**config.mk**
```make
export PLATFORM = sky130hd
export DESIGN_NAME = chg_prot_seq
export DESIGN_NICKNAME = d
export VERILOG_FILES = /design/src/rtl/chg_prot_pkg.sv /design/src/rtl/chg_tick_gen.sv /design/src/rtl/chg_blank_filt.sv /design/src/rtl/chg_trip_cnt.sv /design/src/rtl/chg_prot_seq.sv
export SDC_FILE = /design/constraint.sdc
export NUM_CORES = 1
export LEC_CHECK = 0
export BUFFER_PORTS_ARGS = -buffer_cell sky130_fd_sc_hd__buf_2
export CAP_MARGIN = 20
export CELL_PAD_IN_SITES_DETAIL_PLACEMENT = 2
export CELL_PAD_IN_SITES_GLOBAL_PLACEMENT = 2
export CORE_MARGIN = 5
export CORE_UTILIZATION = 35
export CTS_BUF_LIST = sky130_fd_sc_hd__clkbuf_8
export CTS_CLUSTER_DIAMETER = 120
export DETAILED_ROUTE_END_ITERATION = 7
export GPL_ROUTABILITY_DRIVEN = 0
export GPL_TIMING_DRIVEN = 0
export PLACE_DENSITY = 0.79
export SLEW_MARGIN = 0
export SYNTH_ARGS = -nofsm -noshare
export SYNTH_HDL_FRONTEND = slang
export SYNTH_SLANG_ARGS = --single-unit
```
**constraint.sdc**
```tcl
create_clock -name clk -period 2.43 [get_ports clk]
set_input_delay 0.1215 -clock clk [delete_from_list [all_inputs] [get_ports clk]]
set_output_delay 0.1215 -clock clk [all_outputs]
set_load 0.02 [all_outputs]
```
**src/rtl/chg_prot_pkg.sv**
```systemverilog
package chg_prot_pkg;

    typedef enum logic [2:0] {
        ST_OFF,
        ST_BLANK,
        ST_ON,
        ST_OVP_OFF,
        ST_OCP_OFF,
        ST_BAT_OFF,
        ST_HOT,
        ST_LATCH
    } prot_state_t;

endpackage

```
**src/rtl/chg_tick_gen.sv**
```systemverilog
module chg_tick_gen #(
    parameter int unsigned DIV = 100
) (
    input  logic clk,
    input  logic rst_n,
    output logic tick
);
    localparam int unsigned W = (DIV > 1) ? $clog2(DIV) : 1;
    localparam logic [W-1:0] LAST = W'(DIV - 1);

    logic [W-1:0] cnt;

    always_ff @(posedge clk) begin
        if (!rst_n)
            cnt <= '0;
        else if (cnt == LAST)
            cnt <= '0;
        else
            cnt <= cnt + 1'b1;
    end

    assign tick = (cnt == LAST);
endmodule

```
**src/rtl/chg_blank_filt.sv**
```systemverilog
module chg_blank_filt #(
    parameter int unsigned LEN = 176
) (
    input  logic clk,
    input  logic rst_n,
    input  logic tick,
    input  logic run,
    input  logic flag,
    output logic hit
);
    localparam int unsigned W = $clog2(LEN + 1);
    localparam logic [W-1:0] LAST = W'(LEN - 1);

    logic [W-1:0] cnt;

    // persistence counter: any low sample or leaving the armed state restarts it
    always_ff @(posedge clk) begin
        if (!rst_n)
            cnt <= '0;
        else if (!run || !flag)
            cnt <= '0;
        else if (tick && (cnt != LAST))
            cnt <= cnt + 1'b1;
    end

    assign hit = run && flag && tick && (cnt == LAST);
endmodule

```
**src/rtl/chg_trip_cnt.sv**
```systemverilog
module chg_trip_cnt #(
    parameter int unsigned LIMIT = 16,
    localparam int unsigned CW   = $clog2(LIMIT + 1)
) (
    input  logic          clk,
    input  logic          rst_n,
    input  logic          clr,
    input  logic          inc,
    output logic          last,
    output logic [CW-1:0] count
);
    always_ff @(posedge clk) begin
        if (!rst_n)
            count <= '0;
        else if (clr)
            count <= '0;
        else if (inc && (count != CW'(LIMIT)))
            count <= count + 1'b1;
    end

    assign last = (count == CW'(LIMIT - 1));
endmodule

```
**src/rtl/chg_prot_seq.sv**
```systemverilog
module chg_prot_seq #(
    parameter int unsigned TICK_DIV    = 100,
    parameter int unsigned T_POWERUP   = 8000,
    parameter int unsigned T_OVP_REC   = 8000,
    parameter int unsigned T_OCP_BLANK = 176,
    parameter int unsigned T_OCP_REC   = 64000,
    parameter int unsigned T_BAT_BLANK = 176,
    parameter int unsigned LATCH_COUNT = 16
) (
    input  logic clk,
    input  logic rst_n,
    input  logic sup_ok,
    input  logic dis,
    input  logic in_ovp,
    input  logic out_ocp,
    input  logic bat_ovp,
    input  logic hot,
    output logic sw_on,
    output logic fault_n
);
    import chg_prot_pkg::*;

    localparam int unsigned MAX_A   = (T_POWERUP > T_OVP_REC) ? T_POWERUP : T_OVP_REC;
    localparam int unsigned TMR_MAX = (MAX_A > T_OCP_REC) ? MAX_A : T_OCP_REC;
    localparam int unsigned TW      = $clog2(TMR_MAX + 1);
    localparam int unsigned CW      = $clog2(LATCH_COUNT + 1);
    localparam logic [TW-1:0] PU_LAST  = TW'(T_POWERUP - 1);
    localparam logic [TW-1:0] OVP_LAST = TW'(T_OVP_REC - 1);
    localparam logic [TW-1:0] OCP_LAST = TW'(T_OCP_REC - 1);

    prot_state_t   state, nxt;
    logic          tick;
    logic          enabled;
    logic          armed;
    logic          ocp_hit, bat_hit;
    logic          trip_inc, trip_last;
    logic [CW-1:0] trip_cnt;
    logic [TW-1:0] tmr;
    logic          tmr_clr;
    logic          pu_done, ovp_done, ocp_done;

    assign enabled = sup_ok && !dis;
    assign armed   = (state == ST_ON);

    chg_tick_gen #(.DIV(TICK_DIV)) u_tick (
        .clk   (clk),
        .rst_n (rst_n),
        .tick  (tick)
    );

    chg_blank_filt #(.LEN(T_OCP_BLANK)) u_ocp_filt (
        .clk   (clk),
        .rst_n (rst_n),
        .tick  (tick),
        .run   (armed),
        .flag  (out_ocp),
        .hit   (ocp_hit)
    );

    chg_blank_filt #(.LEN(T_BAT_BLANK)) u_bat_filt (
        .clk   (clk),
        .rst_n (rst_n),
        .tick  (tick),
        .run   (armed),
        .flag  (bat_ovp),
        .hit   (bat_hit)
    );

    // a counted trip only when no higher-priority condition claims the cycle
    assign trip_inc = armed && enabled && !in_ovp && !hot && (ocp_hit || bat_hit);

    chg_trip_cnt #(.LIMIT(LATCH_COUNT)) u_trips (
        .clk   (clk),
        .rst_n (rst_n),
        .clr   (state == ST_OFF),
        .inc   (trip_inc),
        .last  (trip_last),
        .count (trip_cnt)
    );

    // shared interval timer, restarted on every state change
    assign pu_done  = tick && (tmr == PU_LAST);
    assign ovp_done = tick && (tmr == OVP_LAST);
    assign ocp_done = tick && (tmr == OCP_LAST);
    assign tmr_clr  = (nxt != state) || ((state == ST_OVP_OFF) && in_ovp);

    always_ff @(posedge clk) begin
        if (!rst_n)
            tmr <= '0;
        else if (tmr_clr)
            tmr <= '0;
        else if (tick)
            tmr <= tmr + 1'b1;
    end

    // next-state logic
    always_comb begin
        nxt = state;
        if (!enabled) begin
            nxt = ST_OFF;
        end else begin
            unique case (state)
                ST_OFF:     nxt = ST_BLANK;
                ST_BLANK: begin
                    if (in_ovp)       nxt = ST_OVP_OFF;
                    else if (pu_done) nxt = ST_ON;
                end
                ST_ON: begin
                    if (in_ovp)         nxt = ST_OVP_OFF;
                    else if (hot)       nxt = ST_HOT;
                    else if (trip_inc) begin
                        if (trip_last)    nxt = ST_LATCH;
                        else if (ocp_hit) nxt = ST_OCP_OFF;
                        else              nxt = ST_BAT_OFF;
                    end
                end
                ST_OVP_OFF: begin
                    if (!in_ovp && ovp_done) nxt = ST_ON;
                end
                ST_OCP_OFF: begin
                    if (in_ovp)        nxt = ST_OVP_OFF;
                    else if (ocp_done) nxt = ST_ON;
                end
                ST_BAT_OFF: begin
                    if (in_ovp)        nxt = ST_OVP_OFF;
                    else if (!bat_ovp) nxt = ST_ON;
                end
                ST_HOT: begin
                    if (in_ovp)    nxt = ST_OVP_OFF;
                    else if (!hot) nxt = ST_ON;
                end
                ST_LATCH:   nxt = ST_LATCH;
                default:    nxt = ST_OFF;
            endcase
        end
    end

    // state register
    always_ff @(posedge clk) begin
        if (!rst_n)
            state <= ST_OFF;
        else
            state <= nxt;
    end

    // outputs decoded from the state
    always_comb begin
        sw_on   = 1'b0;
        fault_n = 1'b1;
        unique case (state)
            ST_ON:                                         sw_on = 1'b1;
            ST_OVP_OFF, ST_OCP_OFF, ST_BAT_OFF, ST_LATCH:  fault_n = 1'b0;
            ST_OFF, ST_BLANK, ST_HOT:                      fault_n = 1'b1;
            default:                                       fault_n = 1'b1;
        endcase
    end
endmodule

```
==> run_summary.xml <==
<?xml version="1.0" encoding="UTF-8"?>
<metrics>
  <group name="sta">
    <metric name="minimum_hold_slack" unit="ns">0.217</metric>
    <metric name="timing.fmax" unit="MHz">422</metric>
    <metric name="grt_setup_unrepaired" unit="">true</metric>
    <metric name="skew" unit="ns">0.0122</metric>
    <metric name="final_hold_viol_count" unit="">0</metric>
    <metric name="tightestPinTransition" unit="ns">0.520</metric>
    <metric name="final-max-slew-violation-count" unit="">0</metric>
    <metric name="minimum_period_implied_by_the_final_worst_setup_slack" unit="ns">2.37</metric>
    <metric name="setup_viol_count_final" unit="">0</metric>
    <metric name="fraction_of_the_cycle_the_final_worst_path_needs" unit="%">97.6</metric>
    <metric name="max_slew_headroom" unit="%">65.1</metric>
  </group>
  <group name="synth">
    <metric name="yosys.cell_types.count" unit="">56</metric>
    <metric name="synth_fp_nets" unit="">305</metric>
    <metric name="synth.yosys.seq_area_share" unit="%">35.4</metric>
    <metric name="post_synth_instance_area" unit="um^2">2660</metric>
    <metric name="yosysMostFrequentCell" unit="">sky130_fd_sc_hd__dfxtp_1</metric>
    <metric name="yosysTopAreaCellShare" unit="%">35.4</metric>
    <metric name="synthFlopType" unit="">sky130_fd_sc_hd__dfxtp_1</metric>
    <metric name="synthesis.instances" unit="">290</metric>
    <metric name="ys_ff_latch" unit="">47</metric>
    <metric name="cell_accounting_for_the_most_synthesized_area" unit="">sky130_fd_sc_hd__dfxtp_1</metric>
    <metric name="yosysWarningCount" unit="">0</metric>
    <metric name="ys_top_cells_by_count" unit="">47 x sky130_fd_sc_hd__dfxtp_1, 32 x sky130_fd_sc_hd__nor2_1, 22 x sky130_fd_sc_hd__xor2_1</metric>
    <metric name="synth_top_cells_by_area" unit="">sky130_fd_sc_hd__dfxtp_1 35%, sky130_fd_sc_hd__xor2_1 7.2%, sky130_fd_sc_hd__a211oi_2 5.2%</metric>
    <metric name="synth_edf_count" unit="">0</metric>
    <metric name="asyncSetResetFlopFracSynth" unit="%">0</metric>
    <metric name="syn_avg_cell_area" unit="um^2">9.17</metric>
  </group>
  <group name="global_route">
    <metric name="antenna_found_initial" unit="">0</metric>
    <metric name="first_global_vias" unit="">2454</metric>
    <metric name="grt_first_pass_wirelength" unit="mm">11.9</metric>
    <metric name="globalRouteOverflowTotal" unit="">0</metric>
    <metric name="grtUsageTotal" unit="%">15.2</metric>
    <metric name="grt_max_degree" unit="">18</metric>
  </group>
  <group name="layout">
    <metric name="drive_gt1_share" unit="%">28.3</metric>
    <metric name="syn2layout_area_growth" unit="%">20.1</metric>
    <metric name="fillers" unit="">799</metric>
    <metric name="final_util" unit="%">43.6</metric>
    <metric name="final-instance-count-excl-fill" unit="">417</metric>
    <metric name="number_of_diodes_added_for_antenna_fixing" unit="">0</metric>
    <metric name="final_net_count" unit="">332</metric>
  </group>
  <group name="critical_path">
    <metric name="timing.setup.critical_path_class" unit="">flop to flop</metric>
    <metric name="ff2ff_setup_slack" unit="ns">0.06</metric>
    <metric name="path_max_fanout" unit="">10</metric>
    <metric name="required_time_at_the_worst_slack_endpoint" unit="ns">2.66</metric>
    <metric name="arrival" unit="ns">2.60</metric>
    <metric name="endpoint_kind" unit="">flop</metric>
    <metric name="critPathLaunchType" unit="">flop</metric>
  </group>
  <group name="power_and_ir_drop">
    <metric name="power_report.internal_total" unit="uW">1020</metric>
    <metric name="pwr_density_cell" unit="nW/um^2">434</metric>
    <metric name="switchingPower" unit="uW">365</metric>
    <metric name="vdd_ir_drop_max" unit="uV">250</metric>
    <metric name="p_sw_share" unit="%">26.3</metric>
    <metric name="power.static_leakage" unit="uW">0.00100</metric>
    <metric name="pwr-share-seq" unit="%">56.4</metric>
    <metric name="fraction_of_power_consumed_by_the_clock_network" unit="%">37.6</metric>
    <metric name="combPwrFrac" unit="%">6.0</metric>
  </group>
  <group name="clocking">
    <metric name="holdBufCountCts" unit="">0</metric>
    <metric name="maximum_buffer_depth_of_the_clock_tree" unit="">2</metric>
    <metric name="cts_made_buffers" unit="">5</metric>
    <metric name="htreeDepth" unit="">2</metric>
    <metric name="root_buffer" unit="">sky130_fd_sc_hd__clkbuf_8</metric>
    <metric name="cts_tree" unit="">done</metric>
    <metric name="numClockSinks" unit="">47</metric>
    <metric name="clock_insertion_delay_worst_skew" unit="ns">0.32</metric>
    <metric name="clkTransAtPathRegs" unit="ns">0.10</metric>
  </group>
  <group name="floorplan">
    <metric name="design.core.area" unit="um^2">7330</metric>
    <metric name="die-width" unit="um">97.2</metric>
    <metric name="start_util" unit="%">36.3</metric>
    <metric name="std_cell_rows" unit="">31</metric>
    <metric name="die_h" unit="um">97.2</metric>
    <metric name="top_level_port_count" unit="">10</metric>
    <metric name="dieArea" unit="um^2">9440</metric>
  </group>
  <group name="drt">
    <metric name="met1Wirelength" unit="mm">3.19</metric>
    <metric name="finalWirelength" unit="mm">7.17</metric>
    <metric name="detailroute.wirelength.met2" unit="mm">3.79</metric>
    <metric name="drt_pre_antenna_iters" unit="">4</metric>
    <metric name="drtAntennaViolNets" unit="">0</metric>
    <metric name="num_vias" unit="">2301</metric>
    <metric name="route.detailed.wl_per_inst" unit="um">17.2</metric>
    <metric name="dr_wl_met3" unit="um">127</metric>
    <metric name="drc_violations_left" unit="">0</metric>
    <metric name="detail_route.vias_per_cell" unit="">5.52</metric>
    <metric name="top_layer_used" unit="">met4</metric>
    <metric name="drt_iter0_markers" unit="">34</metric>
  </group>
  <group name="run">
    <metric name="maxCapViolations" unit="">0</metric>
  </group>
  <group name="run_status">
    <metric name="run_status" unit="">complete, no violations</metric>
  </group>
  <group name="hold_path">
    <metric name="worstHoldPathType" unit="">input port to flop</metric>
  </group>
  <group name="place">
    <metric name="numPlacedInstances" unit="">397</metric>
    <metric name="number_of_port_buffers" unit="">8</metric>
    <metric name="detailedPlacementHpwl" unit="mm">5.05</metric>
  </group>
</metrics>
-- state kept, by name, indices dropped and copies added (netlist names) --
name / flops
u_tick.cnt: 7
u_bat_filt.cnt: 8
u_ocp_filt.cnt: 8
tmr: 16
state: 3
u_trips.count: 5
-- power by group through the flow --
stage	logic (uW)	registers, uW	clock network, uW
finish	83.5	783	522
floorplan	47.5	797	0
detailed placement	69.8	799	0
global route	90.6	784	580
CTS	77.3	783	544
global placement	67.4	799	0
-- worst max-delay path, stage by stage, from the launching register on --
cell	delay, ns
sky130_fd_sc_hd__dfxtp_2	0.35
sky130_fd_sc_hd__or4b_1	0.50
sky130_fd_sc_hd__or4_1	0.42
sky130_fd_sc_hd__o211a_1	0.26
sky130_fd_sc_hd__a31oi_4	0.21
sky130_fd_sc_hd__o221ai_4	0.14
sky130_fd_sc_hd__buf_6	0.20
sky130_fd_sc_hd__a211oi_2	0.20
-- metrics by stage --
step / setup WS, ns / instance area [um^2] / setup TNS, ns / total power, uW
6_report: 0.0583 / 3190 / 0 / 1390
5_1_grt: -0.0371 / 3190 / -0.131 / 1450
3_5_place_dp: -0.274 / 2820 / -3.12 / 869
2_1_floorplan: 0.137 / 2660 / 0 / 845
4_1_cts: 0.00499 / 3050 / 0 / 1400
3_3_place_gp: -0.171 / 2820 / -1.68 / 866
-- final timing paths --
path,depth (start not counted),to,startpoint
max reg2reg,7,tmr[11],tmr[15]
min,2,state[0],rst_n
min reg2reg,1,u_tick.cnt[0],u_tick.cnt[0]
max,7,tmr[11],tmr[15]
-- cells by family after synthesis --
family / after synthesis / share of synthesized area (%)
compound gates: 51 / 16.6
xor+xnor: 32 / 10.5
fa+ha+maj: 7 / 3.29
buf+inv: 20 / 5.08
flops: 47 / 35.4
mux: 7 / 2.63
simple gates: 126 / 26.5
-- cells in the final DEF (no fill, tap or decap), drive strengths merged, types with 2 or more instances in the layout --
| cell type | count |
|---|---|
| a21oi | 8 |
| clkbuf | 9 |
| a2111oi | 3 |
| ha | 7 |
| and2b | 2 |
| o221ai | 2 |
| nor3b | 2 |
| or4b | 2 |
| nand3 | 18 |
| mux2i | 7 |
| dfxtp | 47 |
| nand4 | 9 |
| nor2 | 32 |
| inv | 14 |
| nor4 | 5 |
| nor3 | 4 |
| or4 | 2 |
| and3 | 9 |
| or3 | 8 |
| o21a | 4 |
| nor4b | 2 |
| o211ai | 3 |
| xor2 | 22 |
| xnor2 | 10 |
| nand2b | 2 |
| a211oi | 18 |
| nand2 | 20 |
| buf | 24 |
| and4 | 2 |
| nor2b | 4 |
| o21ai | 6 |
-- what timing repair did --
| action | in CTS | in global routing |
|---|---|---|
| setup buffers | 5 | 7 |
| pin swaps | 3 | 3 |
| resized for setup | 17 | 27 |
| endpoints found under the setup margin | 21 | 21 |
-- cell type report --
class | instances | area [um^2] | area share (%)
Multi-Input combinational cell | 223 | 1740 | 54.4
Sequential cell | 47 | 962 | 30.1
Timing Repair Buffer | 20 | 130 | 4.07
Tap cell | 99 | 124 | 3.88
Buffer | 8 | 98.8 | 3.09
Clock buffer | 5 | 68.8 | 2.15
Inverter | 12 | 45.0 | 1.41
Clock inverter | 3 | 27.5 | 0.862
-- metal layers --
layer / vias to the layer above / global-route usage (%)
met4: 0 / 3.24
met5: - / 0
met2: 17 / 28.2
met3: 6 / 3.52
met1: 1168 / 17.7
li1: 1110 / -
Power figures use the tool's default switching activity.
